`src/rtl/cfgb_pkg.sv`:
```
package cfgb_pkg;
   typedef enum logic [1:0] {SQ_IDLE, SQ_REQ, SQ_GAP} sq_state_t;
   localparam logic [2:0] SEL_ADDR = 3'd0;
   localparam logic [2:0] SEL_CTRL = 3'd1;
   localparam logic [2:0] SEL_WDAT = 3'd2;
   localparam logic [2:0] SEL_RDAT = 3'd3;
   localparam logic [2:0] SEL_STAT = 3'd4;
endpackage

```
`src/rtl/cfgb_encode.sv`:
```
module cfgb_encode #(
   parameter int DW = 32
) (
   input  logic [7:0]    bus_num,
   input  logic [4:0]    slot,
   input  logic [2:0]    fn,
   input  logic [7:0]    off,
   input  logic [2:0]    size,
   input  logic [DW-1:0] wval,
   input  logic [DW-1:0] rsrc,
   output logic [DW-1:0] addr,
   output logic [3:0]    be,
   output logic          bad,
   output logic [DW-1:0] wlane,
   output logic [DW-1:0] rfield
);
   localparam int LANES = DW / 8;
   logic [1:0]    lane;
   logic [4:0]    shamt;
   logic [4:0]    m5;
   logic [DW-1:0] rmask;
   logic [DW-1:0] sel_bit;

   assign lane  = off[1:0];
   assign shamt = {lane, 3'b000};

   always_comb begin
      bad = 1'b0;
      case (size)
         3'd1:    begin m5 = 5'b00001 << lane; rmask = DW'(32'h0000_00FF); end
         3'd2:    begin m5 = 5'b00011 << lane; rmask = DW'(32'h0000_FFFF); end
         3'd4:    begin m5 = 5'b01111;         rmask = '1; end
         default: begin m5 = 5'b00000;         rmask = '0; bad = 1'b1; end
      endcase
      be = ~m5[3:0];
   end

   always_comb begin
      sel_bit = '0;
      for (int k = 11; k < DW; k++) begin
         if (int'(slot) == DW - k) sel_bit[k] = 1'b1;
      end
   end

   always_comb begin
      if (bus_num == 8'd0)
         addr = sel_bit | DW'({fn, off[7:2], 2'b00});
      else
         addr = DW'({bus_num, slot, fn, off[7:2], 2'b01});
   end

   assign wlane  = wval << shamt;
   assign rfield = (rsrc >> shamt) & rmask;

   always_comb begin
      if (bad) begin
         AST_BAD_NO_BE: assert (be == 4'hF) else $error("bad size enabled a lane");
      end
      if (bus_num == 8'd0) begin
         AST_TYPE0_ONEHOT: assert ($onehot0(addr[DW-1:11]) && addr[1:0] == 2'b00) else $error("type0 select");
      end
      if (!bad && (int'(lane) + int'(size) <= LANES)) begin
         AST_BE_COUNT: assert ($countones(~be) == int'(size)) else $error("enable count");
      end
   end
endmodule

```
`src/rtl/cfgb_seq.sv`:
```
module cfgb_seq
   import cfgb_pkg::*;
#(
   parameter int DW            = 32,
   parameter bit ERRATA_RD     = 1'b0,
   parameter int ERRATA_PASSES = 8
) (
   input  logic          clk,
   input  logic          rst_n,
   input  logic          start,
   input  logic          start_wr,
   input  logic [DW-1:0] start_addr,
   input  logic [3:0]    start_cmd,
   input  logic [3:0]    start_be,
   input  logic [DW-1:0] start_wdata,
   output logic          busy,
   output logic          done,
   output logic          done_write,
   output logic          done_abort,
   output logic [DW-1:0] done_data,
   output logic          bus_req,
   output logic          bus_write,
   output logic [DW-1:0] bus_addr,
   output logic [3:0]    bus_cmd,
   output logic [3:0]    bus_be,
   output logic [DW-1:0] bus_wdata,
   input  logic          bus_ack,
   input  logic          bus_claimed,
   input  logic [DW-1:0] bus_rdata
);
   localparam int NPASS = ERRATA_RD ? ERRATA_PASSES : 1;
   localparam int PW    = (NPASS > 1) ? $clog2(NPASS) : 1;

   sq_state_t     st;
   logic [PW-1:0] pass_q;
   logic          ab_q;
   logic          last;

   generate
      if (ERRATA_RD) begin : g_repeat
         assign last = bus_write | (pass_q == PW'(NPASS - 1));
      end else begin : g_single
         assign last = 1'b1;
      end
   endgenerate

   always_ff @(posedge clk or negedge rst_n) begin
      if (!rst_n) begin
         st        <= SQ_IDLE;
         pass_q    <= '0;
         ab_q      <= 1'b0;
         bus_write <= 1'b0;
         bus_addr  <= '0;
         bus_cmd   <= '0;
         bus_be    <= 4'hF;
         bus_wdata <= '0;
      end else begin
         case (st)
            SQ_IDLE: if (start) begin
               st        <= SQ_REQ;
               pass_q    <= '0;
               ab_q      <= 1'b0;
               bus_write <= start_wr;
               bus_addr  <= start_addr;
               bus_cmd   <= start_cmd;
               bus_be    <= start_be;
               bus_wdata <= start_wdata;
            end
            SQ_REQ: if (bus_ack) begin
               ab_q <= ab_q | ~bus_claimed;
               if (last) st <= SQ_IDLE;
               else begin
                  st     <= SQ_GAP;
                  pass_q <= pass_q + 1'b1;
               end
            end
            default: st <= SQ_REQ;
         endcase
      end
   end

   assign busy       = (st != SQ_IDLE);
   assign bus_req    = (st == SQ_REQ);
   assign done       = bus_req & bus_ack & last;
   assign done_write = bus_write;
   assign done_abort = ab_q | ~bus_claimed;
   assign done_data  = bus_rdata;

   AST_REQ_HELD: assert property (@(posedge clk) disable iff (!rst_n)
      (bus_req && !bus_ack) |=> (bus_req && $stable(bus_addr) && $stable(bus_cmd) && $stable(bus_be)))
      else $error("request dropped or changed before ack");
   AST_WR_SINGLE: assert property (@(posedge clk) disable iff (!rst_n)
      (bus_req && bus_ack && bus_write) |=> !bus_req)
      else $error("write reissued");
endmodule

```
`src/rtl/cfg_bridge.sv`:
```
module cfg_bridge
   import cfgb_pkg::*;
#(
   parameter int DW            = 32,
   parameter bit ERRATA_RD     = 1'b0,
   parameter int ERRATA_PASSES = 8
) (
   input  logic          clk,
   input  logic          rst_n,
   input  logic          reg_wr,
   input  logic [2:0]    reg_sel,
   input  logic [DW-1:0] reg_wdata,
   output logic [DW-1:0] reg_rdata,
   output logic          busy,
   output logic          bus_req,
   output logic          bus_write,
   output logic [DW-1:0] bus_addr,
   output logic [3:0]    bus_cmd,
   output logic [3:0]    bus_be,
   output logic [DW-1:0] bus_wdata,
   input  logic          bus_ack,
   input  logic          bus_claimed,
   input  logic [DW-1:0] bus_rdata,
   input  logic [7:0]    cfg_bus,
   input  logic [4:0]    cfg_slot,
   input  logic [2:0]    cfg_fn,
   input  logic [7:0]    cfg_off,
   input  logic [2:0]    cfg_size,
   input  logic [DW-1:0] cfg_wval,
   output logic [DW-1:0] cfg_addr,
   output logic [3:0]    cfg_be,
   output logic          cfg_bad,
   output logic [DW-1:0] cfg_wlane,
   output logic [DW-1:0] cfg_rfield
);
   generate
      if (DW != 32) begin : g_bad_dw
         $error("cfg_bridge: DW must be 32");
      end
      if (ERRATA_RD && ERRATA_PASSES < 2) begin : g_bad_passes
         $error("cfg_bridge: repeated reads need at least 2 passes");
      end
   endgenerate

   logic [DW-1:0] addr_q, wdata_q, rdata_q;
   logic [7:0]    ctrl_q;
   logic          abort_q;
   logic          accept, start_rd, start_wr, w1c;
   logic          done, done_write, done_abort;
   logic [DW-1:0] done_data;

   assign accept   = reg_wr & ~busy;
   assign start_rd = accept & (reg_sel == SEL_CTRL) & ~reg_wdata[0];
   assign start_wr = accept & (reg_sel == SEL_WDAT) & ctrl_q[0];
   assign w1c      = accept & (reg_sel == SEL_STAT) & reg_wdata[0];

   cfgb_seq #(.DW(DW), .ERRATA_RD(ERRATA_RD), .ERRATA_PASSES(ERRATA_PASSES)) u_seq (
      .clk(clk), .rst_n(rst_n),
      .start(start_rd | start_wr), .start_wr(start_wr),
      .start_addr(addr_q),
      .start_cmd(start_rd ? reg_wdata[3:0] : ctrl_q[3:0]),
      .start_be(start_rd ? reg_wdata[7:4] : ctrl_q[7:4]),
      .start_wdata(reg_wdata),
      .busy(busy), .done(done), .done_write(done_write),
      .done_abort(done_abort), .done_data(done_data),
      .bus_req(bus_req), .bus_write(bus_write), .bus_addr(bus_addr),
      .bus_cmd(bus_cmd), .bus_be(bus_be), .bus_wdata(bus_wdata),
      .bus_ack(bus_ack), .bus_claimed(bus_claimed), .bus_rdata(bus_rdata)
   );

   always_ff @(posedge clk or negedge rst_n) begin
      if (!rst_n) begin
         addr_q  <= '0;
         ctrl_q  <= '0;
         wdata_q <= '0;
         rdata_q <= '0;
         abort_q <= 1'b0;
      end else begin
         if (accept && reg_sel == SEL_ADDR) addr_q  <= reg_wdata;
         if (accept && reg_sel == SEL_CTRL) ctrl_q  <= reg_wdata[7:0];
         if (accept && reg_sel == SEL_WDAT) wdata_q <= reg_wdata;
         if (done && !done_write) rdata_q <= done_abort ? '1 : done_data;
         abort_q <= (abort_q & ~w1c) | (done & done_abort);
      end
   end

   always_comb begin
      case (reg_sel)
         SEL_ADDR: reg_rdata = addr_q;
         SEL_CTRL: reg_rdata = DW'(ctrl_q);
         SEL_WDAT: reg_rdata = wdata_q;
         SEL_RDAT: reg_rdata = rdata_q;
         SEL_STAT: reg_rdata = DW'({busy, abort_q});
         default:  reg_rdata = '0;
      endcase
   end

   cfgb_encode #(.DW(DW)) u_enc (
      .bus_num(cfg_bus), .slot(cfg_slot), .fn(cfg_fn), .off(cfg_off),
      .size(cfg_size), .wval(cfg_wval), .rsrc(rdata_q),
      .addr(cfg_addr), .be(cfg_be), .bad(cfg_bad),
      .wlane(cfg_wlane), .rfield(cfg_rfield)
   );

   AST_RD_LAUNCH: assert property (@(posedge clk) disable iff (!rst_n)
      (reg_wr && !busy && reg_sel == SEL_CTRL && !reg_wdata[0]) |=> busy)
      else $error("read did not launch");
   AST_IGNORE_BUSY: assert property (@(posedge clk) disable iff (!rst_n)
      (reg_wr && busy) |=> ($stable(addr_q) && $stable(ctrl_q) && $stable(wdata_q)))
      else $error("register changed while busy");
   AST_ABORT_STICKY: assert property (@(posedge clk) disable iff (!rst_n)
      (abort_q && !(reg_wr && !busy && reg_sel == SEL_STAT && reg_wdata[0])) |=> abort_q)
      else $error("abort flag lost");
   AST_ABORT_ONES: assert property (@(posedge clk) disable iff (!rst_n)
      (done && !done_write && done_abort) |=> (rdata_q == '1))
      else $error("aborted read data not all ones");
endmodule

```
`config.mk`:
```
export PLATFORM = sky130hd
export DESIGN_NAME = cfg_bridge
export DESIGN_NICKNAME = d
export VERILOG_FILES = /design/src/rtl/cfgb_pkg.sv /design/src/rtl/cfgb_encode.sv /design/src/rtl/cfgb_seq.sv /design/src/rtl/cfg_bridge.sv
export SDC_FILE = /design/constraint.sdc
export NUM_CORES = 1
export LEC_CHECK = 0
export ABC_CLOCK_PERIOD_IN_PS = 2020
export CAP_MARGIN = 0
export CORE_MARGIN = 2
export CORE_UTILIZATION = 45
export CTS_BUF_LIST = sky130_fd_sc_hd__clkbuf_16
export CTS_CLUSTER_DIAMETER = 200
export DETAILED_ROUTE_END_ITERATION = 7
export PLACE_DENSITY = 0.8
export SLEW_MARGIN = 25
export SYNTH_ARGS = -nofsm -noshare
export SYNTH_HDL_FRONTEND = slang
export SYNTH_SLANG_ARGS = --single-unit
```
`constraint.sdc`:
```
create_clock -name clk -period 2.02 [get_ports clk]
set_input_delay 0.202 -clock clk [delete_from_list [all_inputs] [get_ports clk]]
set_output_delay 0.202 -clock clk [all_outputs]
set_load 0.005 [all_outputs]
```
==> impl_results.md, run 1 <==
- Pre-CTS WS: -0.480 ns
- Final worst-path cycle share: a little over nine tenths
- Max IR drop VDD: between 0.8 and 0.9 mV
- Initial antenna violation count: 3
- Antenna-violating nets left: 0
- Area growth syn-to-layout: 52.9%
- Largest net degree at the start of global routing: 65
- Final global-route overflow total: 0
- Commonest cells after routing, fill and taps aside: 250 x clkdlybuf4s50_1, 163 x dfrtp_1, 100 x mux2_2, 88 x buf_4, 81 x nor2_1
- R2R Setup Slk: approximately 0.1 ns
- Clk root buf: clkbuf_16
- RR Startpoint: u_seq.st[0]
- Cell Area, Synth: roughly 9500 um2
- Crit path max fanout: 3
- # setup viols final: 0
- Worst r2r path cells: 4
- Crit path kind: input port to primary output
- R2R Path End: addr_q[24]
- Share of layout cells above drive strength 1: 29.2%
- Row cnt: 53
- Leading area contributor after synthesis: dfrtp_1
- Most common cell after layout, fill and taps aside: clkdlybuf4s50_1
- Post-Syn Nets: between 900 and 1000
- Worst EP arrival: 1.78 ns
- Routability cong.: approximately 0.86
- Core Area: 20900 um2
- Final WL: 32.3 mm
- Die H: approximately 150 um
- DRC Markers: 0
- Global Route Usage Sum: 28.7%
- Share of the synthesized area in the top cell type: between 40% and 50%
- Clock Tree Buf Depth: 2
- Hold WC Path Type: input port to asynchronous set/reset pin
- Library cells used by synthesis: 53
- Detailed placement HPWL: 23.8 mm
- CTS Buf Count: 17
- RSZ-0062 raised after global routing: yes
- Die area: around 22000 um2
- Vias per cell: 5.53
- Status: complete, no violations
- Clk pin slew, worst setup/hold paths: roughly 0.07 ns
- Asr flop ratio synth: between 90% and 100%
- Max Cap Viol: 0
- Pwr per Cell Area: 1020 nW/um2
- Crit end category: primary output
- Max Transition Viols Final: 0
- Fmax: around 0.50 GHz
- Critical Path RT: about 1.8 ns
- Worst Skew: between 0.01 and 0.015 ns
- DR iter-0 viols: ~410
- Worst-Skew Late Latency: 0.43 ns
- Synthesis Warnings: 0
- Initial Util: between 40 and 50%
- Final WS setup: 0.0392 ns
- Port-buffer cells: 319
- CTS HTree Levels: 4
- Main synth FF type: dfrtp_1
- Syn Inst Count: ~850
- Top post-synthesis cells by area: dfrtp_1 46%, mux2_2 12%, mux2i_1 6.3%
- Cell area after layout: between 10000 and 15000 um2
- Hold Violations, Final: 0
- Final worst path period need: 1.98 ns
- Vias: ~8300
- IO Count: approximately 340
- Vias in the first global route: between 8000 and 9000
- Final core occ: between 60% and 70%
- Cells after DPL: 1438
- First-pass GRT wire length: between 40 and 50 mm
- CTS tree: yes
- EDFF count, synth: 0
- Post-synthesis sequential area ratio: between 40 and 50%
- Die W: between 100 and 150 um
- Leak: about 0.0066 uW
- Final Power: around 15000 uW
- DR WL/cell: approximately 21 um
- Final non-filler cell total: roughly 1500
- Final Net Count: 1345
- # clock sinks: 180
- Router iterations before antenna repair: 5
- Flops & latches, synth: 180
- Area after DPL: 13400 um2
- Startpoint Class: input port
- Average size of a mapped cell: 11.2 um2
registers in the layout, summed over array words and instances, names as in the netlist, 4 cells and up:
| name | cells |
|---|---|
| addr_q | 32 |
| rdata_q | 32 |
| u_seq.bus_addr | 32 |
| u_seq.bus_wdata | 32 |
| wdata_q | 32 |
| ctrl_q | 8 |
| u_seq.bus_be | 4 |
| u_seq.bus_cmd | 4 |
per-stage QoR:
step	TNS, ns	hold slack [ns]
CTS	0	0.264
global route	-0.0896	0.305
detailed placement	-28.86	0.150
finish	0	0.252
floorplan	0	-0.0936
global placement	-27.55	0.150
worst max-delay path: stages:
cell,delay (ns)
clkdlybuf4s50_1,0.50
mux2i_1,0.10
o21ai_0,0.32
buf_4,0.18
clkdlybuf4s50_1,0.48
worst max path at each step:
| stage | start | to | slack (ns) | depth (start not counted) |
|---|---|---|---|---|
| 2_1_floorplan | u_seq.st[0] | addr_q[10] | 0.18 | 5 |
| 3_3_place_gp | cfg_bus[5] | cfg_addr[30] | -0.47 | 6 |
| 3_5_place_dp | cfg_bus[5] | cfg_addr[30] | -0.48 | 6 |
| 4_1_cts | cfg_off[1] | cfg_wlane[23] | 0.002 | 8 |
| 5_1_grt | cfg_size[2] | cfg_rfield[18] | -0.03 | 7 |
| 6_report | cfg_wval[7] | cfg_wlane[23] | 0.04 | 5 |
power by group:
| group | internal [uW] | total [uW] | switching (uW) |
|---|---|---|---|
| Clock | 1810 | 3230 | 1410 |
| Sequential | 4940 | 6110 | 1180 |
| Combinational | 3440 | 5520 | 2070 |
area by class of cell:
| type | count | area, um2 |
|---|---|---|
| fillers | 1578 | 6380 |
| inverters | 9 | 35.0 |
| well taps | 275 | 344 |
| repair buffers | 428 | 4150 |
| diodes | 3 | 7.51 |
| multi-input cells | 578 | 4880 |
| clock inverters | 15 | 146 |
| flip-flops and latches | 180 | 4530 |
| clock buffers | 17 | 425 |
cells by family (layout without fill, tap and decap cells):
family                    after synthesis  after routing  synth area share [%]
and+or+nand+nor                       216            216                  11.4
muxes                                 202            202                  25.1
DFF                                   180            180                  47.5
AOI/OAI and AO/OA                     156            156                  11.0
buffers and inverters                  87            469                  4.67
xor gates and xnor gates                3              3                 0.277
other                                   1              4                0.0395
layer usage:
| metal | vias to the layer above | part of all wire (%) | GRT usage (%) | wire length, um |
|---|---|---|---|---|
| met5 | - | 0 | 0 | 0 |
| met4 | 0 | 4.0 | 11.8 | 1280 |
| met3 | 75 | 6.7 | 6.61 | 2160 |
| met2 | 307 | 50 | 49.7 | 16200 |
| met1 | 4179 | 39 | 34.6 | 12700 |
| li1 | 3756 | - | - | - |
synthesized netlist by cell type (10+ instances only):
master	instances
clkbuf_1	44
o21ai_0	56
nor2b_1	26
a2bb2oi_1	40
mux2_2	100
nand2_1	43
and2_1	10
nor2_1	86
a21oi_1	14
mux2_4	30
a211oi_1	24
dfrtp_1	176
mux2i_1	60
buf_4	15
what timing repair did:
| action | in CTS | in global routing |
|---|---|---|
| endpoints found under the hold margin | 39 | 0 |
| resized for setup | 109 | 49 |
| endpoints found under the setup margin | 68 | 46 |
| hold buffers | 1 | 0 |
| setup buffers | 20 | 11 |
| cloned | 0 | 1 |
| pin swaps | 12 | 7 |
Power figures use the tool's default switching activity.
==> run 2: changes to the inputs <==
- CTS_CLUSTER_DIAMETER: 200 -> default
==> results of run 2 <==
Final layout, timing and power as in run 1 (identical DEF).
